### src/rtl/spdif_sample_fmt.sv
module spdif_sample_fmt #(
  parameter int AUD_W  = 24,
  parameter int WORD_W = 32
) (
  input  logic              clk,
  input  logic              rst_n,
  input  logic              sf_valid,
  input  logic [1:0]        sf_kind,
  input  logic [AUD_W-1:0]  sf_audio,
  input  logic              sf_v,
  input  logic              sf_u,
  input  logic              sf_c,
  input  logic              sf_p,
  input  logic              mode_we,
  input  logic [8:0]        mode_wdata,
  input  logic              soft_rst,
  input  logic              rd_strobe,
  output logic [WORD_W-1:0] rd_data,
  output logic [6:0]        status
);
  localparam int NBYTES = WORD_W / 8;
  localparam int EXT24  = WORD_W - AUD_W;
  localparam int EXT20  = WORD_W - AUD_W + 4;
  localparam int EXT16  = WORD_W - AUD_W + 8;
  localparam logic [1:0] KIND_BLOCK = 2'b00;

  logic [8:0]        mode_q;
  logic [WORD_W-1:0] hold_q;
  logic              ready_q, perr_q, ovr_q;

  logic              m_en, m_vdrop, m_big, m_nopar, m_bdrop;
  logic [1:0]        m_wcode;
  assign m_en    = mode_q[0];
  assign m_vdrop = mode_q[1];
  assign m_big   = mode_q[2];
  assign m_nopar = mode_q[3];
  assign m_wcode = mode_q[5:4];
  assign m_bdrop = mode_q[8];

  logic [WORD_W-1:0] w24, w20, w16, narrow, swapped, word;
  assign w24 = {{EXT24{sf_audio[AUD_W-1]}}, sf_audio};
  assign w20 = {{EXT20{sf_audio[AUD_W-1]}}, sf_audio[AUD_W-1:4]};
  assign w16 = {{EXT16{sf_audio[AUD_W-1]}}, sf_audio[AUD_W-1:8]};

  always_comb begin
    case (m_wcode)
      2'd1:    narrow = w20;
      2'd2:    narrow = w16;
      default: narrow = w24;
    endcase
  end

  for (genvar b = 0; b < NBYTES; b++) begin : g_swap
    assign swapped[8*b +: 8] = narrow[8*(NBYTES-1-b) +: 8];
  end

  assign word = m_big ? swapped : narrow;

  logic par_bad, keep, load, par_hit;
  assign par_bad = ^{sf_audio, sf_v, sf_u, sf_c, sf_p};
  assign keep    = m_en && !(m_vdrop && sf_v) && !(m_bdrop && sf_kind == KIND_BLOCK);
  assign load    = sf_valid && keep;
  assign par_hit = sf_valid && m_en && !m_nopar && par_bad;

  always_ff @(posedge clk or negedge rst_n) begin
    if (!rst_n) begin
      mode_q  <= '0;
      hold_q  <= '0;
      ready_q <= 1'b0;
      perr_q  <= 1'b0;
      ovr_q   <= 1'b0;
    end else begin
      if (mode_we) mode_q <= mode_wdata;
      if (soft_rst) begin
        hold_q  <= '0;
        ready_q <= 1'b0;
        perr_q  <= 1'b0;
        ovr_q   <= 1'b0;
      end else begin
        if (load) hold_q <= word;
        if (load) ready_q <= 1'b1;
        else if (rd_strobe) ready_q <= 1'b0;
        if (load && ready_q && !rd_strobe) ovr_q <= 1'b1;
        if (par_hit) perr_q <= 1'b1;
      end
    end
  end

  assign rd_data = hold_q;
  assign status  = {ovr_q, perr_q, 4'b0000, ready_q};

  p_disabled_quiet_r1: assert property (@(posedge clk) disable iff (!rst_n)
    (!m_en && !soft_rst) |=> ($stable(hold_q) && $stable(ready_q) && $stable(perr_q)));

  p_vbit_drop_r2: assert property (@(posedge clk) disable iff (!rst_n)
    (sf_valid && m_vdrop && sf_v && !soft_rst && !rd_strobe) |=> ($stable(hold_q) && $stable(ready_q)));

  p_read_clears_r7: assert property (@(posedge clk) disable iff (!rst_n)
    (rd_strobe && !load && !soft_rst) |=> !status[0]);

  p_overrun_r8: assert property (@(posedge clk) disable iff (!rst_n)
    (load && ready_q && !rd_strobe && !soft_rst) |=> status[6]);

  p_soft_reset_r9: assert property (@(posedge clk) disable iff (!rst_n)
    soft_rst |=> (status == 7'd0 && rd_data == '0));

  p_perr_sticky_r6: assert property (@(posedge clk) disable iff (!rst_n)
    (perr_q && !soft_rst) |=> perr_q);

  p_both_keeps_ready_r10: assert property (@(posedge clk) disable iff (!rst_n)
    (load && rd_strobe && !soft_rst) |=> (status[0] && $stable(ovr_q)));
endmodule

### config.mk
export PLATFORM = sky130hd
export DESIGN_NAME = spdif_sample_fmt
export DESIGN_NICKNAME = d
export VERILOG_FILES = /design/src/rtl/spdif_sample_fmt.sv
export SDC_FILE = /design/constraint.sdc
export NUM_CORES = 1
export LEC_CHECK = 0
export ABC_AREA = 1
export BUFFER_PORTS_ARGS = -buffer_cell sky130_fd_sc_hd__clkbuf_2
export CAP_MARGIN = 20
export CORE_MARGIN = 2
export CORE_UTILIZATION = 30
export CTS_CLUSTER_SIZE = 20
export DETAILED_ROUTE_END_ITERATION = 7
export SETUP_SLACK_MARGIN = 0.15
export SLEW_MARGIN = 20
export SYNTH_ARGS = -nofsm -noshare
export SYNTH_HDL_FRONTEND = slang
export SYNTH_SLANG_ARGS = --single-unit
export TNS_END_PERCENT = 5
### constraint.sdc
create_clock -name clk -period 2.3 [get_ports clk]
set_input_delay 0.23 -clock clk [delete_from_list [all_inputs] [get_ports clk]]
set_output_delay 0.23 -clock clk [all_outputs]
set_load 0.02 [all_outputs]
# Word level (Yosys, flattened, before mapping)
# Index checks and enable logic that the tools add are counted.
# Widths: inputs -> output; s select.
[classes]
n_reduce_logical = 20
n_mux = 11
n_eq_ne = 2
[op_table]
columns = ["cell", "n"]
rows = [
  ["$mux 32", 3],
  ["$pmux 23 s2", 1],
  ["$reduce_xor 28->1", 1],
  ["$logic_and 1x1->1", 10],
  ["$mux 1", 7],
  ["$reduce_bool 2->1", 3],
  ["$logic_not 1->1", 4],
  ["$reduce_bool 3->1", 1],
  ["$eq 2x1->1 const B", 1],
  ["$eq 2x2->1 const B", 1],
  ["$logic_not 2->1", 1],
]
[word_totals]
out_inout_bits = 39
wordCells = 38
ff_bits = 44

# Depth between registers and ports, before layout
[logic_depth]
ltp_word = 9
depth_mapped = 13
depth_no_buf = 13

# Worst setup path before layout
# No wires, ideal clock.
[synth_timing]
kind = "register to register"
start = "reg mode_q[4]"
end = "reg hold_q[11] (netlist: rd_data[11])"
stages_incl_launch_ff = 9
path_slack_ns = 0.574
n_path_buf = 1
t_arrival_ns = 1.604
synth_period_minus_slack_ns = 1.726
cell_sequence = "dfrtp_1 > inv_1 > ha_1 > buf_4 > a21oi_1 > nand2_1 > o21ai_0 > nand2_1 > a32o_1"
[synth_between]
elab_chain_len = 5
elab_cells_between_ends = 6
cone_classes = "eq/ne: 2; mux: 4"
[synth_rtl]
columns = ["item", "line", "source"]
rows = [
  ["start: declaration", "27", "logic [8:0] mode_q;"],
  ["start signal: assignment", "73", "if (mode_we) mode_q <= mode_wdata;"],
  ["$eq 2x2->1 / $eq 2x1->1 (equally long branches)", "46", "case (m_wcode)"],
  ["$pmux 23 s2 (*)", "46", ""],
  ["$mux 32 (*)", "57", "assign word = m_big ? swapped : narrow;"],
  ["$mux 32 (*)", "80", "if (load) hold_q <= word;"],
  ["$mux 32 (*)", "74", "if (soft_rst) begin"],
  ["end signal: assignment", "80", ""],
  ["end: declaration", "28", "logic [WORD_W-1:0] hold_q;"],
]
# Mark *: on every way between the ends. The rest lies on a longest branch, timed or not. The select of a mux whose other input is x is not followed.
# A chain may end at the register's enable or synchronous reset.

# Worst setup path after layout
[layout_timing]
start = "reg mode_q[4]"
end = "reg hold_q[9] (netlist: rd_data[9])"
# Same word-level chain as after synthesis.

==> key figures <==
Status
  • Status: finished with violations
  • Failing checks: hold timing

CTS
  • Post_cts resized: 0
  • Cts hold-fix bufs: 0
  • Total CTS buffers: 5
  • Post-CTS Setup Inserts: 0
  • CTS Buffer Depth: 2
  • Clock Sinks: 42
  • Reg clk slew, reported paths: 0.09 ns
  • CTS tree: yes
  • Skew-Pair Late Insertion Delay: 0.30 ns
  • H-Tree Depth: 2
  • CTS Root Cell: clkbuf_8

Global route
  • Tot GR Track Use: 0.161
  • Largest net degree at the start of global routing: 43
  • Grt ovf: 0
  • Global-route wire length before repair: 13100 um
  • Number of global-route vias before repair: 2723
  • Number of antenna violations at the first check in global routing: 0

Min path
  • Hold Crit Class: in -> async

Yosys
  • Syn_area_per_cell: 6.79 um^2
  • Cells after Synth: 418
  • Synth top cells by count: 160 x nand2_1, 48 x inv_1, 48 x o21ai_0
  • Post-synth top area share: 0.371
  • YS warnings: 0
  • Number of synthesized flops with an enable pin: 0
  • Unique masters post-synth: 26
  • Synth async-reset ratio: 1.00
  • Yosys top cell by area: dfrtp_1
  • #FFs+latches synth: 42
  • Count leader, synth: nand2_1
  • Seq/Total Area, Yosys: 0.371
  • Mapped Area: 2840 um^2
  • Area contributors post-synth: dfrtp_1 37%, nand2_1 21%, o21ai_0 8.5%, inv_1 6.4%, nor2_1 4.4%
  • Ys flop type: dfrtp_1

STA
  • Max Slew Vio Count: 0
  • Fmax: 493 MHz
  • Clock skew: 0.0101 ns
  • Final hold viol count: 12
  • Min Hold Slack: -0.0167 ns
  • Max_slew headroom: 0.555
  • RSZ-0062 raised after global routing: yes
  • Final worst-path cycle share: 0.882
  • Worst-margin pin slew: 0.666 ns
  • Accumulated negative setup slack: 0 ns
  • Setup violators final: 0
  • Minimum clock period: 2.03 ns

Drt
  • Antenna-violating nets left: 0
  • Wirelength per Cell: 12.9 um
  • DRT Pass-1 Iters: 4
  • # DRC: 0
  • Via count: 2846
  • Starting DRT DRC Count: 202
  • Via-per-instance ratio: 4.77
  • Detailed Route WL: 7680 um

Critical path
  • Setup crit start kind: flop
  • Worst-path fanout max: 29
  • Critical Path End Type: flop
  • Critical Path Most Common Cell: inv_1
  • Critical path arrival: 2.23 ns
  • Crit-path slowest cell: inv_1
  • Req. time, crit path: 2.50 ns
  • Crit path cell chain: inv_1, ha_1, inv_1, nand3_1, o21ai_0, nand2_1, a32o_1
  • WS Path Type: reg -> reg
  • Critical Path Max Stage Delay: 0.50 ns

Run
  • Max-Cap Viols: 0

Floorplan
  • Die Height: 101 um
  • Core Box Area: 9200 um^2
  • DIE WIDTH: 101 um
  • Die Footprint: 10200 um^2
  • Initial Utilization: 0.308
  • Site Rows: 35
  • Boundary pin count: 84

Placement
  • Buffers on Ports: 77
  • Post-DP HPWL: 5980 um
  • Routability cong.: 0.842

Power and ir drop
  • Maximum VDD drop: 0.263 mV
  • Total Power: 0.00221 W
  • Pleak: 1.92 nW
  • PD cells: 648 nW/um^2

Cells and area
  • Diode count: 0
  • FILL cells: 987
  • Share of post-route cells with drive strength above 1: 0.202
  • Nets: 532
  • Area Growth Syn to Fin: 20.2%
[cell usage in the layout, fill, tap and decap left out, types with 3 or more instances in the layout]
master / instances
a21oi_1: 3
a221o_1: 9
a32o_1: 12
buf_4: 5
clkbuf_2: 77
clkbuf_8: 5
conb_1: 4
dfrtp_1: 42
inv_1: 48
nand2_1: 160
nand3_1: 10
nor2_1: 32
o21ai_0: 48
o21ai_1: 3
xnor2_1: 7
xor2_1: 5
[power breakdown]
part	internal [W]	total (W)	switching, W
registers	0.000789	0.000820	0.0000319
clock network	0.000435	0.000718	0.000283
logic	0.000228	0.000673	0.000445
[area by class of cell]
cell class / count / area [um^2] / share of cell area
Tap cell: 111 / 139 / 0.0407
Timing Repair Buffer: 82 / 423 / 0.124
Inverter: 50 / 189 / 0.0554
Sequential cell: 42 / 1050 / 0.308
Multi-Input combinational cell: 304 / 1470 / 0.431
Clock inverter: 3 / 68.8 / 0.0202
Clock buffer: 5 / 68.8 / 0.0202
[cells by family (layout without fill, tap and decap cells)]
kind of cell / after synthesis / in the layout / synth area share
XOR/XNOR: 12 / 12 / 0.0371
AO/OA/AOI/OAI: 77 / 77 / 0.176
other: 1 / 4 / 0.00132
adder cells (fa/ha/maj): 2 / 2 / 0.00882
multiplexers: 2 / 2 / 0.00794
buffers and inverters: 75 / 140 / 0.116
flip-flops: 42 / 42 / 0.371
AND/OR/NAND/NOR: 207 / 207 / 0.283
[flip-flops by register name, indices dropped and copies added, names as in the netlist]
| signal | flops |
|---|---|
| mode_q | 7 |
| rd_data | 32 |
| perr_q | 1 |
| ovr_q | 1 |
| ready_q | 1 |
[metal layers]
layer | routed length, um | track usage | vias up
li1 | - | - | 1458
met1 | 3620 | 0.216 | 1305
met2 | 3560 | 0.263 | 72
met3 | 333 | 0.0242 | 11
met4 | 166 | 0.0561 | 0
met5 | 0 | 0 | -
[critical path: cells and delay by family, from the launching register on]
kind	cells	cell delay, ns
AO/OA/AOI/OAI	2	0.46
AND/OR/NAND/NOR	2	0.26
flip-flops	1	0.36
adder cells (fa/ha/maj)	1	0.30
buffers and inverters	2	0.56
[stage by stage]
step / setup slack (ns) / std cells / hold WS (ns) / util / cell area (um^2)
after floorplan: 0.574 / 421 / -0.0656 / - / 2850
after global placement: 0.353 / 589 / 0.331 / 0.356 / 3270
after detailed placement: 0.321 / 589 / 0.346 / 0.356 / 3270
after CTS: 0.310 / 597 / 0.0141 / 0.371 / 3410
after global routing: 0.110 / 597 / 0.0390 / 0.371 / 3410
final: 0.271 / 597 / -0.0167 / 0.371 / 3410
[path summary, 6_finish.rpt]
| path | from | endpoint | depth (start not counted) | slack [ns] |
|---|---|---|---|---|
| worst max-delay path | mode_q[4]$_DFFE_PN0P_ | rd_data[9]$_DFFE_PN0P_ | 7 | 0.27 |
| worst min-delay path | rst_n | rd_data[13]$_DFFE_PN0P_ | 2 | -0.02 |
| worst max register to register | mode_q[4]$_DFFE_PN0P_ | rd_data[9]$_DFFE_PN0P_ | 7 | 0.27 |
| worst min register to register | rd_data[29]$_DFFE_PN0P_ | rd_data[29]$_DFFE_PN0P_ | 2 | 0.49 |
| max in group asynchronous | rst_n | ready_q$_DFFE_PN0P_ | 2 | 1.92 |
| min in group clk | mode_wdata[2] | mode_q[2]$_DFFE_PN0P_ | 3 | 0.14 |
Power figures use the tool's default switching activity.
